### config.mk
export PLATFORM = sky130hd
export DESIGN_NAME = usec_timer
export DESIGN_NICKNAME = d
export VERILOG_FILES = /design/src/rtl/usec_timer_pkg.sv /design/src/rtl/utm_counter.sv /design/src/rtl/utm_alarm.sv /design/src/rtl/usec_timer.sv
export SDC_FILE = /design/constraint.sdc
export NUM_CORES = 1
export LEC_CHECK = 0
export ABC_AREA = 0
export BUFFER_PORTS_ARGS = -buffer_cell sky130_fd_sc_hd__buf_2
export CAP_MARGIN = 20
export CORE_MARGIN = 2
export CORE_UTILIZATION = 55
export DETAILED_ROUTE_END_ITERATION = 10
export PLACE_DENSITY_LB_ADDON = 0.1
export SLEW_MARGIN = 10
export SYNTH_ARGS = -nofsm -noshare
export SYNTH_HDL_FRONTEND = slang
export SYNTH_HIERARCHICAL = 1
export SYNTH_SLANG_ARGS = --single-unit
### constraint.sdc
create_clock -name clk -period 2.8 [get_ports clk]
set_clock_uncertainty 0.1 [all_clocks]
set_input_delay 0.28 -clock clk [delete_from_list [all_inputs] [get_ports clk]]
set_output_delay 0.28 -clock clk [all_outputs]
set_load 0.01 [all_outputs]
### src/rtl/usec_timer_pkg.sv
package usec_timer_pkg;
    localparam logic [5:0] OFS_WR_HI   = 6'h00;
    localparam logic [5:0] OFS_WR_LO   = 6'h04;
    localparam logic [5:0] OFS_RD_HI   = 6'h08;
    localparam logic [5:0] OFS_RD_LO   = 6'h0C;
    localparam logic [5:0] OFS_ALARM0  = 6'h10;
    localparam logic [5:0] OFS_STATUS  = 6'h20;
    localparam logic [5:0] OFS_RAW     = 6'h24;
    localparam logic [5:0] OFS_INTEN   = 6'h28;
    localparam logic [5:0] OFS_MASKED  = 6'h2C;
endpackage

### src/rtl/utm_counter.sv
module utm_counter #(
    parameter int unsigned BUS_W  = 32,
    parameter int unsigned TIME_W = 2 * BUS_W
) (
    input  logic              clk,
    input  logic              rst_n,
    input  logic              tick_en,
    input  logic              pause,
    input  logic              wr_lo,
    input  logic              wr_hi,
    input  logic              rd_lo,
    input  logic [BUS_W-1:0]  wdata,
    output logic [TIME_W-1:0] now_q,
    output logic [BUS_W-1:0]  now_lo_next,
    output logic [BUS_W-1:0]  hi_latch_q,
    output logic              step
);
    localparam int unsigned HI_W = TIME_W - BUS_W;

    typedef struct packed {
        logic [TIME_W-1:0] now;
        logic [BUS_W-1:0]  lo_stage;
        logic [HI_W-1:0]   hi_latch;
    } cnt_t;

    cnt_t s_d, s_q;

    always_comb begin
        s_d  = s_q;
        step = tick_en & ~pause & ~wr_hi;
        if (wr_lo)
            s_d.lo_stage = wdata;
        if (wr_hi)
            s_d.now = {wdata[HI_W-1:0], s_q.lo_stage};
        else if (step)
            s_d.now = s_q.now + 1'b1;
        if (rd_lo)
            s_d.hi_latch = s_q.now[TIME_W-1:BUS_W];
    end

    always_ff @(posedge clk or negedge rst_n) begin
        if (!rst_n) s_q <= '0;
        else        s_q <= s_d;
    end

    assign now_q       = s_q.now;
    assign now_lo_next = s_d.now[BUS_W-1:0];
    assign hi_latch_q  = BUS_W'(s_q.hi_latch);


    step_inc_chk: assert property (@(posedge clk) disable iff (!rst_n)
        (tick_en && !pause && !wr_hi) |=> now_q == $past(now_q) + 1'b1);

    pause_hold_chk: assert property (@(posedge clk) disable iff (!rst_n)
        (pause && !wr_hi) |=> $stable(now_q));

    load_chk: assert property (@(posedge clk) disable iff (!rst_n)
        (wr_hi && !wr_lo) |=> now_q[TIME_W-1:BUS_W] == $past(wdata[HI_W-1:0]));

    latch_chk: assert property (@(posedge clk) disable iff (!rst_n)
        rd_lo |=> hi_latch_q == $past(now_q[TIME_W-1:BUS_W]));
endmodule

### src/rtl/utm_alarm.sv
module utm_alarm #(
    parameter int unsigned BUS_W = 32
) (
    input  logic             clk,
    input  logic             rst_n,
    input  logic             step,
    input  logic [BUS_W-1:0] now_lo_next,
    input  logic             arm_wr,
    input  logic             cancel,
    input  logic [BUS_W-1:0] wdata,
    output logic             armed_q,
    output logic [BUS_W-1:0] target_q,
    output logic             fire
);
    typedef struct packed {
        logic             armed;
        logic [BUS_W-1:0] target;
    } alm_t;

    alm_t s_d, s_q;

    always_comb begin
        s_d  = s_q;
        fire = step & s_q.armed & ~arm_wr & ~cancel & (now_lo_next == s_q.target);
        if (arm_wr) begin
            s_d.target = wdata;
            s_d.armed  = 1'b1;
        end else if (cancel || fire) begin
            s_d.armed  = 1'b0;
        end
    end

    always_ff @(posedge clk or negedge rst_n) begin
        if (!rst_n) s_q <= '0;
        else        s_q <= s_d;
    end

    assign armed_q  = s_q.armed;
    assign target_q = s_q.target;


    fire_disarm_chk: assert property (@(posedge clk) disable iff (!rst_n)
        fire |=> !armed_q);

    arm_chk: assert property (@(posedge clk) disable iff (!rst_n)
        arm_wr |=> (armed_q && target_q == $past(wdata)));

    cancel_chk: assert property (@(posedge clk) disable iff (!rst_n)
        (cancel && !arm_wr) |=> !armed_q);
endmodule

### src/rtl/usec_timer.sv
module usec_timer
    import usec_timer_pkg::*;
#(
    parameter int unsigned NUM_ALARMS = 4,
    parameter int unsigned BUS_W      = 32
) (
    input  logic             clk,
    input  logic             rst_n,
    input  logic             tick_en,
    input  logic             pause,
    input  logic             bus_en,
    input  logic             bus_we,
    input  logic [5:0]       bus_addr,
    input  logic [BUS_W-1:0] bus_wdata,
    output logic [BUS_W-1:0] bus_rdata,
    output logic             irq
);
    localparam int unsigned TIME_W = 2 * BUS_W;

    typedef struct packed {
        logic [NUM_ALARMS-1:0] raw;
        logic [NUM_ALARMS-1:0] inten;
    } top_t;

    top_t s_d, s_q;

    logic                  wr, rd;
    logic [TIME_W-1:0]     now;
    logic [BUS_W-1:0]      now_lo_next, hi_latch;
    logic                  step;
    logic [NUM_ALARMS-1:0] alarm_hit, armed, fire;
    logic [BUS_W-1:0]      target [NUM_ALARMS];
    logic [NUM_ALARMS-1:0] masked;

    assign wr = bus_en & bus_we;
    assign rd = bus_en & ~bus_we;

    utm_counter #(.BUS_W(BUS_W), .TIME_W(TIME_W)) u_counter (
        .clk         (clk),
        .rst_n       (rst_n),
        .tick_en     (tick_en),
        .pause       (pause),
        .wr_lo       (wr && bus_addr == OFS_WR_LO),
        .wr_hi       (wr && bus_addr == OFS_WR_HI),
        .rd_lo       (rd && bus_addr == OFS_RD_LO),
        .wdata       (bus_wdata),
        .now_q       (now),
        .now_lo_next (now_lo_next),
        .hi_latch_q  (hi_latch),
        .step        (step)
    );

    for (genvar n = 0; n < NUM_ALARMS; n++) begin : g_alarm
        assign alarm_hit[n] = (bus_addr == OFS_ALARM0 + 6'(4 * n));
        utm_alarm #(.BUS_W(BUS_W)) u_alarm (
            .clk         (clk),
            .rst_n       (rst_n),
            .step        (step),
            .now_lo_next (now_lo_next),
            .arm_wr      (wr && alarm_hit[n]),
            .cancel      (wr && bus_addr == OFS_STATUS && bus_wdata[n]),
            .wdata       (bus_wdata),
            .armed_q     (armed[n]),
            .target_q    (target[n]),
            .fire        (fire[n])
        );


        set_wins_chk: assert property (@(posedge clk) disable iff (!rst_n)
            fire[n] |=> s_q.raw[n]);

        w1c_chk: assert property (@(posedge clk) disable iff (!rst_n)
            (wr && bus_addr == OFS_RAW && bus_wdata[n] && !fire[n]) |=> !s_q.raw[n]);
    end

    always_comb begin
        s_d     = s_q;
        s_d.raw = s_q.raw;
        if (wr && bus_addr == OFS_RAW)
            s_d.raw = s_q.raw & ~bus_wdata[NUM_ALARMS-1:0];
        s_d.raw = s_d.raw | fire;
        if (wr && bus_addr == OFS_INTEN)
            s_d.inten = bus_wdata[NUM_ALARMS-1:0];
    end

    always_ff @(posedge clk or negedge rst_n) begin
        if (!rst_n) s_q <= '0;
        else        s_q <= s_d;
    end

    assign masked = s_q.raw & s_q.inten;
    assign irq    = |masked;

    always_comb begin
        bus_rdata = '0;
        case (bus_addr)
            OFS_RD_LO:  bus_rdata = now[BUS_W-1:0];
            OFS_RD_HI:  bus_rdata = hi_latch;
            OFS_STATUS: bus_rdata = BUS_W'(armed);
            OFS_RAW:    bus_rdata = BUS_W'(s_q.raw);
            OFS_INTEN:  bus_rdata = BUS_W'(s_q.inten);
            OFS_MASKED: bus_rdata = BUS_W'(masked);
            default:    bus_rdata = '0;
        endcase
        for (int n = 0; n < NUM_ALARMS; n++)
            if (alarm_hit[n]) bus_rdata = target[n];
    end


    irq_follow_chk: assert property (@(posedge clk) disable iff (!rst_n)
        (s_q.inten == '0) |-> !irq);

    pause_flags_chk: assert property (@(posedge clk) disable iff (!rst_n)
        (pause && !bus_en) |=> ($stable(armed) && $stable(s_q.raw)));
endmodule

==> results.cfg <==
[clock_tree]
worstSkewPairLatency_ps = 560
cts-root-buf = clkbuf_16
cts_max_level = 1
clock-sinks = 268
cts_buffer_depth = 3
cts_tree = built
cts_inserted_buffers = 30
cts.clk_slew.worst_paths_ps = 60

[worst_setup_path]
critPathSlowestCell = dfrtp_1
reg2reg_depth = 16
startpoint = u_counter/now_q[8]
critPathMaxStageDelay_ps = 410
start_kind = register
r2r_start = u_counter/now_q[8]
arrival_ps = 3550
timing.critical_path.to = s_q[5]
rrSetupSlack_ps = -340
reg2reg_to = s_q[5]
critPathRequiredTime_ps = 3200
crit_type = reg2reg
path_cells = nand4_4, buf_6, nor4_4, buf_6, nand2_1, xor2_1, o21ai_1, buf_4, buf_4, xnor2_1, buf_4, nand4_1, nor4_2, nand4_1, nor3_2, a21o_1
critical_path.most_common_cell = buf_4
worst-path-max-fanout = 6
end_kind = register

[yosys]
synth_area_sq_um = 15200
postSynthCellCount = 1391
avgSynthCellArea_sq_um = 10.9
synth.net_count = 1436
ys_warn_count = 6

[die]
die_height_um = 170
ios = 77
rows = 60
core_sq_um = 27000
start_util_pct = 56.1
dieArea_sq_um = 28900
die_x_um = 170

[placed_design]
place.port_buffers = 76
dp_slack_ps = -340
dp_hpwl_mm = 36.1
dp.cells = 1836
finalWeightedCongestion = 0.988

[grt]
grt_pass1_vias = 12300
grt_util_met3_pct = 9.79
met2_usage_pct = 53.6
grtUsageMet1_pct = 49.9
antenna_found_initial = 0
grt_overflow = 0
grt_max_degree = 84
busiest_layer = met2
groute.usage.overall_pct = 35.8
grt_first_pass_wirelength_mm = 76.6

[hold_path]
hold_class = in2reg

[final_layout]
drive_above_1_share_pct = 37.3
n_antenna_cell = 0
nets = 1615
stdcell_count = 1932
area_delta_synth_final_pct = 19.7
fin_util_pct = 67.2

[sta]
grt_setup_unrepaired = yes
final_max_slew_viol_count = 0
fin_tns_setup_ps = -2350
setup_viol = 8
fin_crit_sh_pct = 112
hold_viol = 0
finalCriticalPeriod_ps = 3140
worst_pin_slew_ps = 786
fin_ws_ps = -344
max_freq_mhz = 318
fin_hold_ws_ps = 28.9
relSlewSlack_pct = 47.1

[detailed_routing]
drtIter0Drc = 1325
final_antenna_net_count = 0
dr.pass1.iters = 6
totalWireLength_mm = 51.3
vias = 12500
drc = 0
viasPerCell = 6.46
wl_per_cell_um = 26.5

[outcome]
outcome = finished with violations
violations = negative setup slack

[power]
peakVddDrop_mv = 0.737
p_per_area_nw_per_um2 = 598
p_leak_nw = 8.30

[flow_run]
drv_cap = 0
==> layout by cell type (no fill, tap or decap), types with 32 or more instances in the layout <==
cell     count
buf_4      189
nor2_1      47
dfrtp_1    268
a22oi_1     58
xor2_1      60
nand2_1     75
nand3_1     36
mux2_2     198
buf_2       75
a31oi_1     49
o21ai_0     41
nand4_1     57
xnor2_1     92
o22ai_1     32
==> how the worst min path moves through the flow <==
stage                                            end  slack (ps)          start  depth (start not counted)
after detailed placement         u_counter/now_q[55]         230          rst_n                          1
after global routing             u_counter/now_q[42]           4  bus_wdata[10]                          2
after global placement           u_counter/now_q[55]         240          rst_n                          1
final                            u_counter/now_q[42]          30  bus_wdata[10]                          2
after floorplan           g_alarm[0].u_alarm/armed_q        -120          rst_n                          0
after CTS                        u_counter/now_q[42]           4  bus_wdata[10]                          2
==> critical path: cells and delay by family, from the launching register on <==
kind / cells / cell delay, ps
AO/OA/AOI/OAI: 2 / 190
flip-flops: 1 / 410
AND/OR/NAND/NOR: 7 / 1280
buffers and inverters: 5 / 780
XOR/XNOR: 2 / 320
==> timing repair <==
item,in CTS,in global routing
pin swaps,18,12
endpoints found under the hold margin,218,0
setup endpoints to repair,8,13
setup buffers,10,4
hold buffers,29,0
resized for setup,12,13
==> flip-flops by register name, summed over array words and instances (netlist names) <==
name,count
u_counter/s_q,32
g_alarm.u_alarm/armed_q,4
g_alarm.u_alarm/target_q,128
s_q,8
u_counter/now_q,64
u_counter/hi_latch_q,32
==> stage by stage <==
| stage | instance area, sq um | power [W] |
|---|---|---|
| detailed placement | 16500 | 0.00646 |
| global placement | 16500 | 0.00645 |
| finish | 18200 | 0.0109 |
| global route | 18200 | 0.0112 |
| CTS | 18100 | 0.0108 |
| floorplan | 15200 | 0.00563 |
==> area by class of cell <==
cell class | count | area (sq um)
fill | 2143 | 8870
multi-input combinational | 952 | 7520
sequential | 268 | 6710
timing repair buffer | 311 | 2400
clock buffer | 40 | 870
tap | 341 | 427
clock inverter | 13 | 201
inverter | 7 | 26.3
==> where the power goes <==
group | leakage [nW] | internal [W] | switching (W)
Combinational | 4.19 | 0.000958 | 0.00108
Clock | 0.525 | 0.00263 | 0.00167
Sequential | 3.59 | 0.00419 | 0.000338
==> layer usage <==
metal,up-vias,routed length (um),share of wire (%)
met5,-,0,0
met1,6313,21700,42
met4,0,2260,4.4
met3,135,5080,9.9
met2,663,22300,43
li1,5363,-,-
Note: power is estimated with default switching activity, not from simulation.
